$ cat src/rtl/shiftclk_pkg.sv
package shiftclk_pkg;
  typedef enum logic [1:0] {
    ST_STOP = 2'd0,
    ST_HIGH = 2'd1,
    ST_LOW  = 2'd2
  } gateState_t;

  typedef struct packed {
    logic goHigh;
    logic goLow;
    logic latch;
  } sclkStrobe_t;
endpackage

$ cat src/rtl/sclk_gate_ctrl.sv
module sclk_gate_ctrl
  import shiftclk_pkg::*;
#(
  parameter int SHIFT_HALF = 2
) (
  input  logic        clk,
  input  logic        rstN,
  input  logic        intBlankN,
  output sclkStrobe_t strobe
);
  localparam int CNT_W = $clog2(SHIFT_HALF + 1);
  localparam logic [CNT_W-1:0] LAST = CNT_W'(SHIFT_HALF - 1);

  gateState_t       state, nextState;
  logic [CNT_W-1:0] cnt, nextCnt;

  always_comb begin
    nextState = state;
    nextCnt   = cnt;
    strobe    = '0;
    unique case (state)
      ST_STOP: begin
        if (intBlankN) begin
          strobe.goHigh = 1'b1;  // first edge after restart: no latch
          nextState     = ST_HIGH;
          nextCnt       = '0;
        end
      end
      ST_HIGH: begin
        if (cnt == LAST) begin
          strobe.goLow = 1'b1;
          nextCnt      = '0;
          nextState    = intBlankN ? ST_LOW : ST_STOP;
        end else begin
          nextCnt = cnt + 1'b1;
        end
      end
      ST_LOW: begin
        if (!intBlankN) begin
          nextState = ST_STOP;
          nextCnt   = '0;
        end else if (cnt == LAST) begin
          strobe.goHigh = 1'b1;
          strobe.latch  = 1'b1;
          nextState     = ST_HIGH;
          nextCnt       = '0;
        end else begin
          nextCnt = cnt + 1'b1;
        end
      end
      default: begin
        nextState = ST_STOP;
        nextCnt   = '0;
      end
    endcase
  end

  always_ff @(posedge clk) begin
    if (!rstN) begin
      state <= ST_STOP;
      cnt   <= '0;
    end else begin
      state <= nextState;
      cnt   <= nextCnt;
    end
  end
endmodule

$ cat src/rtl/sclk_datapath.sv
module sclk_datapath
  import shiftclk_pkg::*;
#(
  parameter int MAX_DEPTH = 8,
  parameter int DEPTH_W   = 4
) (
  input  logic               clk,
  input  logic               rstN,
  input  logic               portClkRiseEn,
  input  logic               vidClkFallEn,
  input  logic               portBlankN,
  input  logic               sysBlankN,
  input  logic               srcSel,
  input  logic [DEPTH_W-1:0] pipeDepth,
  input  sclkStrobe_t        strobe,
  output logic               intBlankN,
  output logic               shiftClk,
  output logic               latchStrobe,
  output logic               alignedBlankN
);
  localparam int IDX_W = $clog2(MAX_DEPTH);

  logic                 portSample, sysSample;
  logic [MAX_DEPTH-1:0] blankPipe;
  logic [DEPTH_W-1:0]   depthMinus;
  logic [IDX_W-1:0]     tapIdx;

  // each source captured on its own clock-edge enable
  always_ff @(posedge clk) begin
    if (!rstN) begin
      portSample <= 1'b0;
      sysSample  <= 1'b0;
    end else begin
      if (portClkRiseEn) portSample <= portBlankN;
      if (vidClkFallEn)  sysSample  <= sysBlankN;
    end
  end

  assign intBlankN = srcSel ? portSample : sysSample;

  always_ff @(posedge clk) begin
    if (!rstN) blankPipe <= '0;
    else       blankPipe <= {blankPipe[MAX_DEPTH-2:0], intBlankN};
  end

  assign depthMinus = pipeDepth - DEPTH_W'(1);

  always_comb begin
    if (pipeDepth == '0)
      tapIdx = '0;
    else if (pipeDepth > DEPTH_W'(MAX_DEPTH))
      tapIdx = IDX_W'(MAX_DEPTH - 1);
    else
      tapIdx = IDX_W'(depthMinus);
  end

  assign alignedBlankN = blankPipe[tapIdx];

  always_ff @(posedge clk) begin
    if (!rstN) begin
      shiftClk    <= 1'b0;
      latchStrobe <= 1'b0;
    end else begin
      if (strobe.goHigh)     shiftClk <= 1'b1;
      else if (strobe.goLow) shiftClk <= 1'b0;
      latchStrobe <= strobe.goHigh & strobe.latch;
    end
  end
endmodule

$ cat src/rtl/blank_shift_clock.sv
module blank_shift_clock
  import shiftclk_pkg::*;
#(
  parameter int SHIFT_HALF = 2,
  parameter int MAX_DEPTH  = 8,
  parameter int DEPTH_W    = $clog2(MAX_DEPTH) + 1
) (
  input  logic               clk,
  input  logic               rstN,
  input  logic               portClkRiseEn,
  input  logic               vidClkFallEn,
  input  logic               portBlankN,
  input  logic               sysBlankN,
  input  logic               srcSel,
  input  logic [DEPTH_W-1:0] pipeDepth,
  output logic               shiftClk,
  output logic               latchStrobe,
  output logic               alignedBlankN
);
  sclkStrobe_t strobe;
  logic        intBlankN;

  sclk_gate_ctrl #(.SHIFT_HALF(SHIFT_HALF)) u_ctrl (
    .clk      (clk),
    .rstN     (rstN),
    .intBlankN(intBlankN),
    .strobe   (strobe)
  );

  sclk_datapath #(.MAX_DEPTH(MAX_DEPTH), .DEPTH_W(DEPTH_W)) u_dp (
    .clk          (clk),
    .rstN         (rstN),
    .portClkRiseEn(portClkRiseEn),
    .vidClkFallEn (vidClkFallEn),
    .portBlankN   (portBlankN),
    .sysBlankN    (sysBlankN),
    .srcSel       (srcSel),
    .pipeDepth    (pipeDepth),
    .strobe       (strobe),
    .intBlankN    (intBlankN),
    .shiftClk     (shiftClk),
    .latchStrobe  (latchStrobe),
    .alignedBlankN(alignedBlankN)
  );
endmodule

$ cat config.mk
export PLATFORM = sky130hd
export DESIGN_NAME = blank_shift_clock
export DESIGN_NICKNAME = d
export VERILOG_FILES = /design/src/rtl/shiftclk_pkg.sv /design/src/rtl/sclk_gate_ctrl.sv /design/src/rtl/sclk_datapath.sv /design/src/rtl/blank_shift_clock.sv
export SDC_FILE = /design/constraint.sdc
export NUM_CORES = 1
export LEC_CHECK = 0
export ABC_AREA = 1
export BUFFER_PORTS_ARGS = -buffer_cell sky130_fd_sc_hd__buf_2
export CAP_MARGIN = 20
export CORE_MARGIN = 2
export CORE_UTILIZATION = 50
export CTS_BUF_LIST = sky130_fd_sc_hd__clkbuf_8
export CTS_CLUSTER_SIZE = 30
export DETAILED_ROUTE_END_ITERATION = 8
export PLACE_DENSITY = 0.8
export SETUP_SLACK_MARGIN = 0.02
export SLEW_MARGIN = 20
export SYNTH_ARGS = -nofsm -noshare
export SYNTH_HDL_FRONTEND = slang
export SYNTH_SLANG_ARGS = --single-unit
$ cat constraint.sdc
create_clock -name clk -period 1.2 [get_ports clk]
set_input_delay 0.24 -clock clk [delete_from_list [all_inputs] [get_ports clk]]
set_output_delay 0.24 -clock clk [all_outputs]
set_load 0.03 [all_outputs]
# Word level (Yosys, flattened, before mapping)
# Cells that the tools add are included.
word_totals:
  register_bits: 16
  out_inout_bits: 3
  elab_cells: 45
  inputBits: 11
op_classes:
  mux: 23
  magnitude_cmp: 2
  n_eq_ne: 6
  addsub: 2
  n_bitwise: 1
  reduce_logical: 4
op_table:
  columns: ["op", "count"]
  rows:
  - ["$mux W2", 8]
  - ["$pmux W2 S3", 2]
  - ["$mux W1", 9]
  - ["$mux W3", 2]
  - ["$eq A2 B1 Y1 const B", 2]
  - ["$gt A4 B4 Y1 const B", 1]
  - ["$logic_not A4 Y1", 1]
  - ["$lt A3 B4 Y1 const B", 1]
  - ["$ne A2 B1 Y1 const B", 2]
  - ["$bmux W1 S3", 1]
  - ["$ne A3 B3 Y1 const B", 1]
  - ["$reduce_and A3 Y1", 1]
  - ["$sub A3 B1 Y3 const B", 1]
  - ["$add A2 B1 Y2 const B", 1]
  - ["$eq A2 B2 Y1 const B", 1]
  - ["$logic_not A2 Y1", 1]
  - ["$pmux W1 S2", 1]
  - ["$reduce_bool A2 Y1", 1]
  - ["$and A1 B1 Y1", 1]

# Depth between registers and ports, before layout
logic_depth:
  depth_word: 5
  ltp_mapped: 9
  ltp_nobuf: 9

# Cells and area by module
# Synthesis repeated with hierarchy kept, for this count alone.
hier_totals:
  hier_cells: 117
  area_unflattened_um2: 813.3
modules_own_cells:
  columns: ["module", "n_inst", "area_each_um2", "cells_each", "seq_area_each_um2"]
  rows:
  - ["sclk_datapath", 1, 526.8, 77, 240.2]
  - ["sclk_gate_ctrl", 1, 286.5, 40, 80.1]

# Least setup slack after synthesis
# Ideal clock, no wire load.
synth_path:
  path_kind: "input to output"
  start: "input pipeDepth[0]"
  end: "output alignedBlankN"
  required_time_ns: 0.960
  n_path_buf: 0
  cell_stages: 9
  arrival_ns: 1.171
  slack_ns: -0.211
  path_cell_list: "inv_1 ha_1 nor2_1 inv_1 nand2_1 inv_1 nand3_1 nand3_1 nand2_1"
synth_via:
  elab_chain_len: 5
  word_cells_on_any_way: 7
  classes_between: "add/sub (1); order compare (1); mux (4); reduce/logical (1)"
synth_rtl:
  columns: ["item", "line", "source"]
  rows:
  - ["start: declaration", "blank_shift_clock.sv:15", "input logic [DEPTH_W-1:0] pipeDepth,"]
  - ["$gt A4 B4 Y1 or $sub A3 B1 Y3 (tied branches)", "sclk_datapath.sv:51, sclk_datapath.sv:46", null]
  - ["$mux W3", "sclk_datapath.sv:51", "else if (pipeDepth > DEPTH_W'(MAX_DEPTH))"]
  - ["$mux W3 (*)", "sclk_datapath.sv:49", "if (pipeDepth == '0)"]
  - ["$bmux W1 S3 (*)", "sclk_datapath.sv:57", "assign alignedBlankN = blankPipe[tapIdx];"]
  - ["$mux W1 (implied by the code) (*)", "sclk_datapath.sv:57", null]
  - ["end: declaration", "blank_shift_clock.sv:18", "output logic alignedBlankN"]
# Every way passes the cells marked *; elsewhere a longest branch is shown, timed or not. The select of a mux whose other input is x is not followed.

# Worst setup path after layout
layout_path:
  start: "input pipeDepth[1]"
  end: "output alignedBlankN"
# The elaborated chain is that of the path after synthesis.

==> results.cfg <==
[cells_and_area]
n_fill_cell = 123
drive_gt1_share_pct = 40.88
antenna_cells = 0
syn_to_final_growth_pct = 43.44
final_nets = 154

[yosys]
synth_flop_cell = dfxtp_1
synth-seq-cells = 16
synth_common_cells = nand2_1 (28), inv_1 (23), dfxtp_1 (16), nand3_1 (16), nor2_1 (9)
yosysMostFrequentCell = nand2_1
ys_types = 17
yosys.area.top_type = dfxtp_1
synth.avg_cell_area_um2 = 6.963
synth_edf_count = 0
async_reset_ff_share_pct = 0
syn_inst = 115
syn_nets = 131
synthesis.area_um2 = 800.8
synth_top_cells_by_area = dfxtp_1 (40%), nand2_1 (13%), inv_1 (11%)
synth.top_cell.area_share_pct = 40.00
yosys_warnings = 0
seq_area_frac_synth_pct = 40.00

[clock_network]
cts.path.max_buffers = 2
cts_root_buf = clkbuf_8
cts-buffers-inserted = 3
insertion_delay_ps = 240
h-tree-depth = 1
cts.sinks = 16
clk_pin_slew_ps = 60
cts_tree = yes
holdBufCountCts = 0

[global_route]
grt_usage_pct = 20.53
grt_pass1_vias = 768
antenna_found_initial = 0
grt_pass1_wl_um = 2967
grt_max_degree = 13
grt_remaining_overflow = 0

[worst_setup_path]
path_class = primary input to output port
crit_fanout = 3
cp-start-kind = primary input
cp.arrival_ps = 1250
worst_ep_required_time_ps = 960
crit_path_end_kind = output port

[sta]
layout_min_cycle_time_ps = 1491
skew_ps = 3.787
slew_headroom_pct = 78.27
setup_viol = 1
rsz0062_at_grt = yes
final-hold-violation-count = 0
tns_ps = -291.0
final_max_slew_viol_count = 0
layout_setup_ws_ps = -291.0
max_freq_mhz = 670.7
max_slew.worst_pin.slew_ps = 322.5
period_share_pct = 124.3

[drt]
first_pass_iters = 4
met1Wirelength_um = 772
dr_wl_met2_um = 1160
top_layer_used = met4
viasPerCell = 5.124
met3WireLength_um = 54
drc_errors = 0
routedWlPerCell_um = 13.17
routed_wl_um = 2015
drtIter0Drc = 12
num_vias = 784
ant_nets = 0

[power_and_ir_drop]
powerDensity_nw_per_um2 = 1403
p_leak_nw = 0.5885
vdd_drop_max_mv = 0.8306

[hold_path]
hold_path_class = primary input to register

[placed_design]
place_ws_ps = -414.8
dp_hpwl_um = 1288
numPortBuffers = 13
gp_congestion = 0.7889

[floorplanning]
num_rows = 14
dieArea_um2 = 1938
die_h_um = 44.02
ios = 14
core_area_um2 = 1506
start_util_pct = 53.16
die_w_um = 44.02

[status]
status = complete, but fails checks
violations = negative setup slack

[flow_run]
drv_cap = 0
==> repair_timing <==
action	4_1_cts	5_1_grt
resized for setup	19	23
gates cloned	0	0
setup buffers	1	1
pin swaps	4	9
endpoints found under the setup margin	3	5
==> flip-flops by register name, summed over array words and instances (netlist names) <==
name	flops
u_dp.portSample	1
u_dp.shiftClk	1
u_dp.blankPipe	8
u_dp.latchStrobe	1
u_ctrl.cnt	2
u_dp.sysSample	1
u_ctrl.state	2
==> where the power goes <==
part | total [mW] | internal (mW) | switching [mW]
Combinational | 0.530 | 0.229 | 0.301
Sequential | 0.616 | 0.574 | 0.0420
Clock | 0.465 | 0.290 | 0.174
Total | 1.61 | 1.09 | 0.518
==> layout by cell type (no fill, tap or decap), drive strengths merged <==
| cell | instances |
|---|---|
| a21boi | 1 |
| a21oi | 4 |
| a31oi | 1 |
| buf | 19 |
| clkbuf | 4 |
| dfxtp | 16 |
| ha | 5 |
| inv | 24 |
| nand2 | 30 |
| nand3 | 17 |
| nand3b | 1 |
| nand4 | 1 |
| nor2 | 9 |
| o21ai | 5 |
==> final timing paths <==
check,depth (start not counted),start,slack (ps),to
setup / recovery,10,pipeDepth[1],-290,alignedBlankN
hold / removal,2,portClkRiseEn,180,u_dp.portSample
setup reg to reg,5,u_ctrl.state[0],10,u_dp.shiftClk
hold reg to reg,2,u_dp.blankPipe[2],430,u_dp.blankPipe[3]
==> routing by layer <==
layer  vias to the layer above  global-route usage [%]
met5                         -                       0
met4                         0                   9.697
met3                         6                   2.449
met2                        16                   41.47
met1                       362                   20.05
li1                        400                       -
==> metrics by stage <==
step / std cells / util [%] / instance area [µm²] / hold slack, ps / total power, mW
floorplan: 115 / - / 830.8 / 333.5 / 0.8840
global route: 153 / 76.25 / 1149 / 177.9 / 1.686
CTS: 152 / 70.35 / 1060 / 172.1 / 1.500
finish: 153 / 76.25 / 1149 / 175.4 / 1.611
detailed placement: 147 / 62.71 / 944.7 / 419.9 / 0.9977
global placement: 147 / 62.71 / 944.7 / 418.2 / 0.9802
==> worst max-delay path: stages <==
cell and delay [ps]:
buf_8 90, inv_12 30, ha_4 270, nand2_2 60, nand2_2 100, nand2_4 70, nand3_1 110, nand3_2 80
nand2_2 70, buf_6 120
==> area by class of cell <==
| cell class | count | area [µm²] | share of cell area [%] |
|---|---|---|---|
| multi-input cells | 74 | 486.7 | 42.37 |
| flip-flops and latches | 16 | 325.3 | 28.32 |
| repair buffers | 19 | 148.9 | 12.96 |
| inverters | 24 | 112.6 | 9.804 |
| clock buffers | 4 | 55.05 | 4.793 |
| well taps | 16 | 20.02 | 1.743 |
==> kinds of logic after synthesis <==
kind of cell / Yosys count / share of synthesized area (%)
and+or+nand+nor: 58 / 31.88
adders and majority gates: 5 / 7.813
DFF: 16 / 40.00
AOI/OAI and AO/OA: 11 / 7.344
buffers and inverters: 25 / 12.97
(Power assumes the default switching activity.)
